### config.mk
export PLATFORM = sky130hd
export DESIGN_NAME = irq_hub
export DESIGN_NICKNAME = d
export VERILOG_FILES = /design/src/rtl/irq_hub_pkg.sv /design/src/rtl/irq_gate.sv /design/src/rtl/irq_pick.sv /design/src/rtl/irq_hub.sv
export SDC_FILE = /design/constraint.sdc
export NUM_CORES = 1
export LEC_CHECK = 0
export ABC_AREA = 1
export CORE_ASPECT_RATIO = 0.6
export CORE_MARGIN = 4
export CORE_UTILIZATION = 25
export CTS_BUF_LIST = sky130_fd_sc_hd__clkbuf_4
export CTS_CLUSTER_DIAMETER = 200
export DETAILED_ROUTE_END_ITERATION = 16
export HOLD_SLACK_MARGIN = 0.05
export MAX_ROUTING_LAYER = met4
export REMOVE_ABC_BUFFERS = 1
export SLEW_MARGIN = 10
export SYNTH_ARGS = -nofsm -noshare
export SYNTH_HDL_FRONTEND = slang
export SYNTH_SLANG_ARGS = --single-unit
### constraint.sdc
create_clock -name clk -period 8.6 [get_ports clk]
set_input_delay 0.86 -clock clk [delete_from_list [all_inputs] [get_ports clk]]
set_output_delay 0.86 -clock clk [all_outputs]
set_load 0.05 [all_outputs]
### src/rtl/irq_hub_pkg.sv
package irq_hub_pkg;
  localparam int KIND_W = 3;
  localparam int CTX_AW = 4;
  localparam int SRC_AW = 5;
  localparam int ADDR_W = KIND_W + CTX_AW + SRC_AW;
  localparam int DATA_W = 32;

  typedef enum logic [KIND_W-1:0] {
    K_PRIO  = 3'd0,
    K_TRIG  = 3'd1,
    K_PEND  = 3'd2,
    K_ENAB  = 3'd3,
    K_THRS  = 3'd4,
    K_CLAIM = 3'd5
  } reg_kind_e;

  typedef struct packed {
    reg_kind_e         kind;
    logic [CTX_AW-1:0] ctx;
    logic [SRC_AW-1:0] src;
  } bus_addr_t;
endpackage

### src/rtl/irq_gate.sv
module irq_gate #(
  parameter int QMAX  = 3,
  parameter bit QUEUE = 1'b1
) (
  input  logic clk,
  input  logic rst,
  input  logic irq_in,
  input  logic edge_mode,
  input  logic claim,
  input  logic complete,
  output logic pend,
  output logic busy
);
  localparam int CW = $clog2(QMAX + 1);

  logic          prev;
  logic          hit;
  logic          req;
  logic          busy_eff;
  logic          cnt_nz;
  logic          cnt_full;
  logic [CW-1:0] cnt;

  // rising edge only counts when the source is in edge mode
  assign hit      = edge_mode & irq_in & ~prev;
  assign req      = edge_mode ? hit : irq_in;
  // the completion cycle already counts as outside the handler
  assign busy_eff = busy & ~complete;
  assign cnt_nz   = (cnt != '0);
  assign cnt_full = (cnt == CW'(QMAX));

  always_ff @(posedge clk) begin
    if (rst) prev <= 1'b0;
    else     prev <= irq_in;
  end

  always_ff @(posedge clk) begin
    if (rst) begin
      pend <= 1'b0;
      busy <= 1'b0;
      cnt  <= '0;
    end else begin
      if (complete) busy <= 1'b0;
      if (claim) begin
        pend <= 1'b0;
        busy <= 1'b1;
        if (QUEUE && hit && !cnt_full) cnt <= cnt + 1'b1;
      end else if (complete && cnt_nz) begin
        pend <= 1'b1;
        if (!hit) cnt <= cnt - 1'b1;
      end else if (req && !busy_eff && !pend) begin
        pend <= 1'b1;
      end else if (QUEUE && hit && busy_eff && !cnt_full) begin
        cnt <= cnt + 1'b1;
      end
    end
  end
endmodule

### src/rtl/irq_pick.sv
module irq_pick #(
  parameter int NSRC   = 8,
  parameter int PRIO_W = 3,
  parameter int IDW    = 4
) (
  input  logic [NSRC:1]             pend,
  input  logic [NSRC:1]             en,
  input  logic [NSRC:1][PRIO_W-1:0] prio,
  input  logic [PRIO_W-1:0]         thr,
  output logic [IDW-1:0]            win_id
);
  logic [PRIO_W-1:0] best;

  // the running best starts at the threshold: strict compare masks
  // equal priorities, priority zero, and later sources of equal rank
  always_comb begin
    best   = thr;
    win_id = '0;
    for (int i = 1; i <= NSRC; i++) begin
      if (pend[i] && en[i] && (prio[i] > best)) begin
        best   = prio[i];
        win_id = IDW'(i);
      end
    end
  end
endmodule

### src/rtl/irq_hub.sv
module irq_hub
  import irq_hub_pkg::*;
#(
  parameter int NSRC   = 8,
  parameter int NCTX   = 2,
  parameter int PRIO_W = 3,
  parameter int QMAX   = 3,
  parameter bit QUEUE_EDGES = 1'b1,
  parameter logic [NCTX-1:0] CTX_PRESENT = '1
) (
  input  logic              clk,
  input  logic              rst,
  input  logic [NSRC:1]     irq_src,
  input  logic              bus_wr,
  input  logic              bus_rd,
  input  logic [ADDR_W-1:0] bus_addr,
  input  logic [DATA_W-1:0] bus_wdata,
  output logic [DATA_W-1:0] bus_rdata,
  output logic [NCTX-1:0]   irq_out
);
  localparam int IDW = $clog2(NSRC + 1);

  bus_addr_t                   a;
  logic [NSRC:1][PRIO_W-1:0]   prio_q;
  logic [NSRC:1]               trig_q;
  logic [NSRC:1]               pend;
  logic [NSRC:1]               busy;
  logic [NSRC:1]               claim_vec;
  logic [NSRC:1]               cmp_vec;
  logic [NCTX-1:0][NSRC:1]     en_q;
  logic [NCTX-1:0][PRIO_W-1:0] thr_q;
  logic [NCTX-1:0][IDW-1:0]    win;
  logic                        ctx_ok;
  logic [IDW-1:0]              sel_win;
  logic [NSRC:1]               sel_en;
  logic [PRIO_W-1:0]           sel_thr;
  logic                        claim_go;
  logic [IDW-1:0]              claim_src;
  logic                        cmp_go;
  logic [DATA_W-1:0]           rd_val;

  assign a = bus_addr_t'(bus_addr);

  // context selection; absent or out-of-range contexts select zeros
  always_comb begin
    ctx_ok  = 1'b0;
    sel_win = '0;
    sel_en  = '0;
    sel_thr = '0;
    for (int c = 0; c < NCTX; c++) begin
      if (a.ctx == CTX_AW'(c) && CTX_PRESENT[c]) begin
        ctx_ok  = 1'b1;
        sel_win = win[c];
        sel_en  = en_q[c];
        sel_thr = thr_q[c];
      end
    end
  end

  assign claim_go  = bus_rd && (a.kind == K_CLAIM) && ctx_ok;
  assign claim_src = sel_win;
  assign cmp_go    = bus_wr && (a.kind == K_CLAIM) && ctx_ok;

  // per-source gateways with their claim / completion pulses
  for (genvar g = 1; g <= NSRC; g++) begin : g_src
    assign claim_vec[g] = claim_go && (claim_src == IDW'(g));
    assign cmp_vec[g]   = cmp_go && (bus_wdata == DATA_W'(g)) && busy[g] && sel_en[g];

    irq_gate #(
      .QMAX  (QMAX),
      .QUEUE (QUEUE_EDGES)
    ) u_gate (
      .clk       (clk),
      .rst       (rst),
      .irq_in    (irq_src[g]),
      .edge_mode (trig_q[g]),
      .claim     (claim_vec[g]),
      .complete  (cmp_vec[g]),
      .pend      (pend[g]),
      .busy      (busy[g])
    );
  end

  // per-context arbiters, only for fitted contexts
  for (genvar c = 0; c < NCTX; c++) begin : g_ctx
    if (CTX_PRESENT[c]) begin : g_fit
      irq_pick #(
        .NSRC   (NSRC),
        .PRIO_W (PRIO_W),
        .IDW    (IDW)
      ) u_pick (
        .pend   (pend),
        .en     (en_q[c]),
        .prio   (prio_q),
        .thr    (thr_q[c]),
        .win_id (win[c])
      );
    end else begin : g_void
      assign win[c] = '0;
    end

    always_ff @(posedge clk) begin
      if (rst) irq_out[c] <= 1'b0;
      else     irq_out[c] <= CTX_PRESENT[c] && (win[c] != '0);
    end
  end

  // configuration writes
  always_ff @(posedge clk) begin
    if (rst) begin
      prio_q <= '0;
      trig_q <= '0;
      en_q   <= '0;
      thr_q  <= '0;
    end else if (bus_wr) begin
      for (int i = 1; i <= NSRC; i++) begin
        if (a.src == SRC_AW'(i)) begin
          if (a.kind == K_PRIO) prio_q[i] <= bus_wdata[PRIO_W-1:0];
          if (a.kind == K_TRIG) trig_q[i] <= bus_wdata[0];
        end
      end
      for (int c = 0; c < NCTX; c++) begin
        if (a.ctx == CTX_AW'(c) && CTX_PRESENT[c]) begin
          if (a.kind == K_THRS) thr_q[c] <= bus_wdata[PRIO_W-1:0];
          for (int i = 1; i <= NSRC; i++) begin
            if (a.kind == K_ENAB && a.src == SRC_AW'(i)) en_q[c][i] <= bus_wdata[0];
          end
        end
      end
    end
  end

  // read mux
  always_comb begin
    rd_val = '0;
    case (a.kind)
      K_PRIO: begin
        for (int i = 1; i <= NSRC; i++)
          if (a.src == SRC_AW'(i)) rd_val[PRIO_W-1:0] = prio_q[i];
      end
      K_TRIG: begin
        for (int i = 1; i <= NSRC; i++)
          if (a.src == SRC_AW'(i)) rd_val[0] = trig_q[i];
      end
      K_PEND: begin
        for (int i = 1; i <= NSRC; i++)
          if (a.src == SRC_AW'(i)) rd_val[0] = pend[i];
      end
      K_ENAB: begin
        for (int i = 1; i <= NSRC; i++)
          if (a.src == SRC_AW'(i)) rd_val[0] = sel_en[i];
      end
      K_THRS:  rd_val[PRIO_W-1:0] = sel_thr;
      K_CLAIM: rd_val[IDW-1:0]    = sel_win;
      default: rd_val = '0;
    endcase
  end

  always_ff @(posedge clk) begin
    if (rst)         bus_rdata <= '0;
    else if (bus_rd) bus_rdata <= rd_val;
    else             bus_rdata <= '0;
  end
endmodule

==> summary.md, run 1 <==
| Metric | Value |
|---|---|
| RSZ-0062 raised after global routing | true |
| Final setup violation count | 4 |
| FF+latch area | 2010 um^2 |
| Final #Nets | 1,490 |
| Worst hold start | en_q[7] |
| Instance area after placement | 9570 um^2 |
| Core area | 30,300 um^2 |
| Worst path required time | 9.03 ns |
| Ys flop type | dfxtp_1 |
| Final ANT Viol Nets | 0 |
| Most used cell, CP | nand2_2 |
| Final hold violation count | 0 |
| Area growth, synth to finish | 38.0% |
| YS warnings | 0 |
| First-pass GRT wire length | 44,500 um |
| Clk sinks | 100 |
| Worst rel slew slack | 0.230 |
| Most frequent cells in the layout | nand2_1, inv_1, nor2_1 |
| CP arrival | 9.05 ns |
| Hold EP | en_q[7] |
| Root buf cell | clkbuf_4 |
| Synthesized area | 7800 um^2 |
| Ant diodes | 0 |
| PortBufs | 61 |
| Total grt overflow | 0 |
| Cell count after synthesis | 1,186 |
| Initial antenna violation count | 0 |
| HP Class | reg2reg |
| Buffers and inverters on the worst path | 2 |
| Commonest non-fill, non-tap cell in the layout | nand2_1 |
| Ports | 90 |
| Peak supply drop | 66.3 uV |
| Crit path max fanout | 7 |
| Worst Tran Pin Value | 1.15 ns |
| Critical Path Sink Type | flip-flop |
| Place WS | -1.14 ns |
| Combinational Power Share | 0.134 |
| First-pass DRT Iterations | 7 |
| Die height | 145 um |
| CTS Buf Count | 9 |
| Clock slew at reported path FFs | 0.19 ns |
| Worst path top cell family by delay | simple AND/OR/NAND/NOR gates |
| Outcome | finished with violations |
| Seq/Total Area, Yosys | 0.257 |
| # fillers | 3,210 |
| Net Sw Power | 0.283 mW |
| Failing checks | setup timing |
| Initial Utilization | 0.257 |
| Die area | 34,200 um^2 |
| Post-Syn Area per Cell | 6.58 um^2 |
| Vias | 8,915 |
| Max Slew Vio Count | 0 |
| Vias per inst | 4.96 |
| Vias in the first global route | 7,741 |
| CP max-delay cell | dfxtp_4 |
| Clk network pwr share | 0.345 |
| DRT iter0 DRCs | 931 |
| Routed length per instance | 16.8 um |
| Largest net degree at the start of global routing | 46 |
| R2r startpoint | prio_q[2] |
| Final period util | 1.00 |
| H-tree levels | 3 |
| Startpoint Class | flip-flop |
| GPL Wtd Cong | 0.943 |
| Dpl hpwl | 23,200 um |
| Setup Total Neg Slack | -0.0250 ns |
| Cell internal pwr | 0.629 mW |
| Part of the power in registers | 0.522 |
| Cell Count, Final, Fillers Out | 1,798 |
| Clk_lat worst skew | 0.54 ns |
| Critical path's largest stage delay | 0.41 ns |
| Setup Skew | 0.0320 ns |
| All-Layer GR Usage | 0.172 |
| CTS max path bufs | 2 |
| Reg2reg setup slack | -0.02 ns |
| Placed insts | 1,744 |
| Share of layout cells above drive strength 1 | 0.259 |
| Lkg Pwr | 4.47 nW |
| Share of flip-flops with an asynchronous set or reset | 0 |
| R2R Path End | g_src[7].u_gate.cnt[1] |
| Post-synth EDFFs | 0 |
| CTS tree | yes |
| Crit path time final | 8.62 ns |
| Hold buffer count at CTS | 0 |
| Fin util | 0.355 |
| Residual DRC | 0 |
| Hold path depth | 2 |
| Multi-input logic area | 5680 um^2 |
| Post-route cell area | 10,800 um^2 |
| Die W | 236 um |
| Unique masters post-synth | 52 |
| Upper clock frequency limit | 116 MHz |
| Slack of the critical path | -0.0185 ns |
| Drt total wl | 30,200 um |
| Switching share of total power | 0.310 |
| #FFs+latches synth | 100 |
| Critical path depth | 58 |
| P per Cell Area | 84.7 nW/um^2 |
| WS Path Type | reg2reg |
| Max Cap Viol | 0 |
| # rows | 49 |
| Worst Reg-to-Reg Cells | 58 |
[metal layers]
metal / part of all wire / up-vias / wire, um / track usage
li1: - / 4393 / - / -
met1: 0.50 / 4131 / 15100 / 0.257
met2: 0.39 / 357 / 11800 / 0.227
met3: 0.095 / 34 / 2860 / 0.0483
met4: 0.013 / 0 / 378 / 0.0293
met5: 0 / - / 0 / -
[area by class of cell]
| cell class | count | area share |
|---|---|---|
| repair buffers | 209 | 0.167 |
| inverters | 154 | 0.0552 |
| well taps | 408 | 0.0474 |
| multi-input cells | 911 | 0.528 |
| clock buffers | 9 | 0.00628 |
| flip-flops and latches | 100 | 0.187 |
| clock inverters | 7 | 0.00988 |
[power by group through the flow]
| stage | sequential, mW | clock, mW | combinational [mW] |
|---|---|---|---|
| 3_3_place_gp | 0.485 | 0 | 0.114 |
| 2_1_floorplan | 0.482 | 0 | 0.0586 |
| 6_report | 0.475 | 0.314 | 0.122 |
| 4_1_cts | 0.475 | 0.325 | 0.116 |
| 3_5_place_dp | 0.485 | 0 | 0.114 |
| 5_1_grt | 0.476 | 0.336 | 0.129 |
[logic make-up (layout without fill, tap and decap cells)]
family / count (synthesis) / after routing / synth area share
xor gates and xnor gates: 8 / 8 / 0.00898
buffers and inverters: 204 / 379 / 0.115
adders and majority gates: 49 / 49 / 0.0786
DFF: 100 / 100 / 0.257
and+or+nand+nor: 568 / 570 / 0.349
other: 1 / 28 / 0.000481
AOI/OAI and AO/OA: 256 / 256 / 0.191
[registers in the layout, indices dropped and copies added (netlist names)]
register / count
thr_q: 6
g_src.u_gate.busy: 8
bus_rdata: 4
trig_q: 8
g_src.u_gate.prev: 8
g_src.u_gate.pend: 8
irq_out: 2
g_src.u_gate.cnt: 16
en_q: 16
prio_q: 24
[worst max path at each step]
stage                          from                endpoint  slack, ns
after floorplan            thr_q[2]  g_src[1].u_gate.cnt[1]       0.03
after global placement     thr_q[2]  g_src[6].u_gate.cnt[0]      -0.63
after detailed placement   thr_q[2]  g_src[6].u_gate.cnt[0]      -1.14
after CTS                 prio_q[0]  g_src[6].u_gate.cnt[0]      0.002
after global routing       thr_q[2]  g_src[7].u_gate.cnt[1]      -0.63
final                     prio_q[2]  g_src[7].u_gate.cnt[1]      -0.02
[per-stage QoR]
step | hold slack [ns] | power, mW
6_report | 0.483 | 0.911
5_1_grt | 0.506 | 0.941
4_1_cts | 0.485 | 0.915
3_5_place_dp | 0.461 | 0.599
3_3_place_gp | 0.455 | 0.598
2_1_floorplan | 0.441 | 0.541
[cells in the mapped netlist (all sizes together), types with 2 or more instances]
master | n | area [um^2]
o2111ai | 3 | 26.3
dfxtp | 100 | 2000
a31oi | 3 | 18.8
o21bai | 6 | 45.0
xor2 | 7 | 61.3
o22ai | 5 | 31.3
clkinv | 3 | 12.5
nand3 | 89 | 505
a211oi | 13 | 97.6
buf | 33 | 248
ha | 49 | 613
a221oi | 3 | 26.3
or2 | 2 | 12.5
nand2 | 244 | 1070
inv | 151 | 569
a22o | 3 | 26.3
nor3 | 28 | 140
nand4 | 27 | 169
or4 | 6 | 45.0
nor4 | 15 | 93.8
a21oi | 96 | 492
o31ai | 2 | 15.0
clkbuf | 17 | 63.8
nor2 | 154 | 671
a311oi | 21 | 184
o21ai | 95 | 479
[worst register-to-register path: cells and delay by family (launching register included)]
kind	cells	cell delay, ns
AND/OR/NAND/NOR	29	3.02
buffers and inverters	2	0.28
AO/OA/AOI/OAI	19	2.55
adder cells (fa/ha/maj)	8	2.28
flip-flops	1	0.41
[repair_timing]
action / in CTS / in global routing
setup endpoints to repair: 38 / 38
cloned: 2 / 0
buffers inserted: 15 / 25
resized for setup: 62 / 144
pin swaps: 28 / 104
(Power assumes the default switching activity.)
==> inputs of run 2 (changes only) <==
==> constraint.sdc (replaced) <==
create_clock -name clk -period 11.1 [get_ports clk]
set_input_delay 1.11 -clock clk [delete_from_list [all_inputs] [get_ports clk]]
set_output_delay 1.11 -clock clk [all_outputs]
set_load 0.1 [all_outputs]
==> summary.md, run 2 (same netlist as run 1, synthesis figures left out) <==
| Metric | Value |
|---|---|
| Biggest regs | prio_q x24, en_q x16, g_src.u_gate.cnt x16 |
| First-pass GRT wire length | 42,600 um (-4.4%) |
| Clock slew at reported path FFs | 0.17 ns (-0.02 ns) |
| Total power | 0.710 mW (-22%) |
| Commonest non-fill, non-tap cell in the layout | nand2_1 |
| Top reg by flops | prio_q |
| Vias per inst | 5.03 (+1.5%) |
| Lkg Pwr | 3.57 nW (-20%) |
| Core area | 30,300 um^2 (unchanged) |
| Clk_lat worst skew | 0.52 ns (-0.02 ns) |
| Upper clock frequency limit | 99.2 MHz (-15%) |
| Root buf cell | clkbuf_4 |
| Placed insts | 1,639 (-6.0%) |
| Die W | 236 um (unchanged) |
| Ports | 90 (unchanged) |
| Vias in the first global route | 7,244 (-6.4%) |
| Final setup violation count | 0 (-4) |
| Die height | 145 um (unchanged) |
| All-Layer GR Usage | 0.164 (-0.00765) |
| Worst setup path endpoint | g_src[1].u_gate.cnt[0] |
| CP startpoint | thr_q[5] |
| Final period util | 0.908 (-0.0938) |
| Startpoint Class | flip-flop |
| Outcome | finished, final reports clean |
| Crit path time final | 10.08 ns (+1.46 ns) |
| First-pass DRT Iterations | 6 (-1) |
| Cell Count, Final, Fillers Out | 1,657 (-7.8%) |
| P per Cell Area | 79.2 nW/um^2 (-6.5%) |
| H-tree levels | 3 (unchanged) |
| Instance area after placement | 8770 um^2 (-8.4%) |
| Share of layout cells above drive strength 1 | 0.0809 (-0.178) |
| # fillers | 3,338 (+4.0%) |
| Vias | 8,336 (-6.5%) |
| WS Path Type | reg2reg |
| Clk sinks | 100 (unchanged) |
| Most frequent cells in the layout | nand2_1, inv_1, nor2_1 |
| CP max-delay cell | a311oi_1 |
| Max Slew Vio Count | 0 (unchanged) |
| Residual DRC | 0 (unchanged) |
| GPL Wtd Cong | 0.958 (+1.6%) |
| R2R Path End | g_src[1].u_gate.cnt[0] |
| Final #Nets | 1,349 (-9.5%) |
| Area growth, synth to finish | 14.9% |
| HP Class | reg2reg |
| Worst Reg-to-Reg Cells | 64 (+10%) |
| Worst Tran Pin Value | 1.16 ns (+0.0115 ns) |
| Post-route cell area | 8960 um^2 (-17%) |
| Final hold violation count | 0 (unchanged) |
| Peak supply drop | 44.9 uV (-32%) |
| Critical path's largest stage delay | 0.58 ns (+0.17 ns) |
| Setup Skew | 0.0304 ns (-0.00167 ns) |
| Die area | 34,200 um^2 (unchanged) |
| Reg2reg setup slack | 1.02 ns (+1.04 ns) |
| Setup Total Neg Slack | 0 ns (+0.0250 ns) |
| Worst path required time | 11.52 ns (+2.49 ns) |
| Initial Utilization | 0.257 (unchanged) |
| CP arrival | 10.50 ns (+1.45 ns) |
| Crit path max fanout | 9 (+2) |
| Ant diodes | 0 (unchanged) |
| PortBufs | 61 (unchanged) |
| Total grt overflow | 0 (unchanged) |
| Final ANT Viol Nets | 0 (unchanged) |
| Max Cap Viol | 0 (unchanged) |
| Routed length per instance | 16.9 um (+0.76%) |
| CTS Buf Count | 9 (unchanged) |
| Initial antenna violation count | 0 (unchanged) |
| Dpl hpwl | 22,200 um (-4.5%) |
| Critical Path Sink Type | flip-flop |
| Worst rel slew slack | 0.218 (-0.0120) |
| Hold path depth | 2 (unchanged) |
| Most used cell, CP | inv_1 |
| CTS tree | yes |
| R2r startpoint | thr_q[5] |
| CTS max path bufs | 2 (unchanged) |
| DRT iter0 DRCs | 1,010 (+8.5%) |
| Largest net degree at the start of global routing | 55 (+20%) |
| Max reg flops | 24 (unchanged) |
| Drt total wl | 28,000 um (-7.1%) |
| # rows | 49 (unchanged) |
## run 2: layout make-up
type,instances,area (um^2),share of cell area
multi-input combinational,909,5030,0.561
tap,408,510,0.0570
sequential,100,2000,0.224
clock buffer,10,75.1,0.00838
clock inverter,6,86.3,0.00963
inverter,154,582,0.0649
timing repair buffer,70,673,0.0751
## run 2: critical path, delay by kind of cell, from the launching register on
kind	cells	cell delay, ns
simple gates	31	3.43
compound gates	16	2.85
buf+inv	9	0.61
fa+ha+maj	8	2.67
flops	1	0.36
## run 2: metrics by stage
stage	hold slack (ns)	worst slack, ns	util
after floorplan	0.441	2.53	-
after global placement	0.453	0.694	0.289
after detailed placement	0.461	0.611	0.289
after CTS	0.482	0.547	0.294
after global routing	0.499	-0.0194	0.295
final	0.483	1.02	0.295
## run 2: power by group
part	total (mW)	leakage (nW)	switching [mW]	internal (mW)
combinational	0.110	2.67	0.0830	0.0267
clock	0.232	0.0868	0.138	0.0937
sequential	0.368	0.811	0.00496	0.363
## run 2: timing repair
item / 4_1_cts / 5_1_grt
endpoints found under the setup margin: 0 / 36
buffers inserted: 0 / 2
hold endpoints to repair: 0 / 0
hold buffers: 0 / 0
resized for setup: 0 / 10
## run 2: layer usage
metal,GRT usage,vias to the layer above,share of wire
li1,-,4094,-
met1,0.248,3829,0.50
met2,0.210,391,0.37
met3,0.0511,22,0.12
met4,0.0278,0,0.011
met5,-,-,0
## run 2: worst min-delay path by stage
stage	startpoint	to	slack, ns
5_1_grt	en_q[12]	en_q[12]	0.50
2_1_floorplan	en_q[12]	en_q[12]	0.44
6_report	en_q[3]	en_q[3]	0.48
4_1_cts	en_q[3]	en_q[3]	0.48
3_5_place_dp	en_q[3]	en_q[3]	0.46
3_3_place_gp	en_q[7]	en_q[7]	0.45
==> inputs of run 3 (changes only) <==
clock period = 11.21 ns   (was 11.1 ns; I/O delays follow)
==> summary.md, run 3 (same netlist as run 1, synthesis figures left out) <==
| Metric | Value |
|---|---|
| Post-route cell area | 8920 um^2 (-0.46%) |
| Placed insts | 1,638 (-0.061%) |
| Startpoint Class | flip-flop |
| First-pass GRT wire length | 41,800 um (-1.8%) |
| Max Slew Vio Count | 0 (unchanged) |
| Critical Path Sink Type | flip-flop |
| Global Route met1 Usage | 0.249 (+0.00106) |
| Drt total wl | 27,700 um (-1.3%) |
| Hold path depth | 2 (unchanged) |
| Final setup violation count | 0 (unchanged) |
| Worst Tran Pin Value | 1.20 ns (+0.0335 ns) |
| Core area | 30,300 um^2 (unchanged) |
| Die height | 145 um (unchanged) |
| Outcome | finished, final reports clean |
| P per Cell Area | 75.3 nW/um^2 (-4.9%) |
| Hold buffer count at CTS | 0 (unchanged) |
| Clk_lat worst skew | 0.51 ns (about the same) |
| WS Path Type | reg2reg |
| Final ANT Viol Nets | 0 (unchanged) |
| Met3 global-route usage | 0.0407 (-0.0104) |
| Die W | 236 um (unchanged) |
| Busiest grt layer | met1 |
| Worst Reg-to-Reg Cells | 57 (-11%) |
| Instance area after placement | 8760 um^2 (about the same) |
| Commonest non-fill, non-tap cell in the layout | nand2_1 |
| CTS tree | yes |
| Max Cap Viol | 0 (unchanged) |
| Ports | 90 (unchanged) |
| Die area | 34,200 um^2 (unchanged) |
| Biggest regs | prio_q x24, en_q x16, g_src.u_gate.cnt x16 |
| CP max-delay cell | dfxtp_1 |
| Largest net degree at the start of global routing | 55 (unchanged) |
| Residual DRC | 0 (unchanged) |
| All-Layer GR Usage | 0.161 (-0.00250) |
| Routed length per instance | 16.7 um (-1.2%) |
| H-tree levels | 3 (unchanged) |
| Crit path max fanout | 9 (unchanged) |
| Share of layout cells above drive strength 1 | 0.0769 (-0.00394) |
| Total grt overflow | 0 (unchanged) |
| Place WS | 0.757 ns (+0.146 ns) |
| Dpl hpwl | 22,200 um (+0.15%) |
| Clock slew at reported path FFs | 0.16 ns (about the same) |
| Worst path required time | 11.62 ns (+0.10 ns) |
| First-pass DRT Iterations | 5 (-1) |
| Ant diodes | 0 (unchanged) |
| Worst rel slew slack | 0.200 (-0.0181) |
| Vias | 8,310 (-0.31%) |
| HP Class | reg2reg |
| Top reg by flops | prio_q |
| Critical path's largest stage delay | 0.49 ns (-0.09 ns) |
| Final hold violation count | 0 (unchanged) |
| Total power | 0.672 mW (-5.3%) |
| # rows | 49 (unchanged) |
| Area growth, synth to finish | 14.4% |
| Cell Count, Final, Fillers Out | 1,656 (-0.060%) |
| Slack of the critical path | 1.21 ns (+0.196 ns) |
| Final #Nets | 1,348 (-0.074%) |
| Upper clock frequency limit | 100 MHz (+0.86%) |
| Most used cell, CP | nand2_1 |
| CP arrival | 10.40 ns (-0.10 ns) |
| Lkg Pwr | 3.55 nW (-0.44%) |
| GPL Wtd Cong | 0.975 (+1.8%) |
| Clk sinks | 100 (unchanged) |
| DRT iter0 DRCs | 1,021 (+1.1%) |
| Vias per inst | 5.02 (-0.25%) |
| Initial Utilization | 0.257 (unchanged) |
| Final period util | 0.892 (-0.0166) |
| Initial antenna violation count | 1 (+1) |
| PortBufs | 61 (unchanged) |
| Vias in the first global route | 7,188 (-0.77%) |
| Max reg flops | 24 (unchanged) |
| Peak supply drop | 44.8 uV (-0.15%) |
| Crit path time final | 10.0 ns (-0.0859 ns) |
| Setup Skew | 0.0182 ns (-0.0122 ns) |
| Root buf cell | clkbuf_4 |
| GR Util met2 | 0.208 (-0.00121) |
| Most frequent cells in the layout | nand2_1, inv_1, nor2_1 |
| CTS Buf Count | 9 (unchanged) |
| CTS max path bufs | 2 (unchanged) |
[run 3: cell types whose count changed in the layout (fill, tap and decap cells not counted), sizes merged]
cell      before  now
buf           10    9
clkbuf        10    9
bufinv         2    1
clkinv         5    8
clkinvlp       1    0
[run 3: routing by layer]
layer,share of wire,up-vias,wire [um]
met5,0,-,0
met4,0.011,0,293
met3,0.12,18,3180
met2,0.37,391,10300
met1,0.50,3806,13800
li1,-,4095,-
[run 3: worst max-delay path, delay by kind of cell, from the launching register on]
family | cells | cell delay, ns
flip-flops | 1 | 0.49
AO/OA/AOI/OAI | 19 | 3.37
AND/OR/NAND/NOR | 29 | 3.50
adder cells (fa/ha/maj) | 8 | 2.41
buffers and inverters | 1 | 0.12
[run 3: path summary, 6_finish.rpt]
path,startpoint,end,slack [ns]
worst max-delay path,prio_q[2],g_src[1].u_gate.cnt[1],1.21
worst min-delay path,en_q[3],en_q[3],0.48
worst max register to register,prio_q[2],g_src[1].u_gate.cnt[1],1.21
worst min register to register,en_q[3],en_q[3],0.48
[run 3: cell type report]
cell class                      count  area, um^2
Timing Repair Buffer               69         666
Tap cell                          408         510
Sequential cell                   100        2000
Clock inverter                      7        66.3
Inverter                          154         582
Clock buffer                        9        67.6
Fill cell                        3365       21400
Multi-Input combinational cell    909        5030
[run 3: repair_timing]
item                                    in CTS  in global routing
endpoints found under the setup margin       0                 36
hold endpoints to repair                     0                  0
buffers inserted                             0                  2
resized for setup                            0                  7
[run 3: report_power, final]
| group | switching (mW) | internal [mW] | total [mW] |
|---|---|---|---|
| registers | 0.00486 | 0.360 | 0.365 |
| clock network | 0.133 | 0.0674 | 0.200 |
| logic | 0.0814 | 0.0262 | 0.108 |
| total | 0.219 | 0.453 | 0.672 |
[run 3: per-stage QoR]
step	util	setup TNS, ns	hold slack [ns]
floorplan	-	0	0.441
global placement	0.289	0	0.456
detailed placement	0.289	0	0.467
CTS	0.293	0	0.487
global route	0.294	-0.158	0.502
finish	0.294	0	0.483
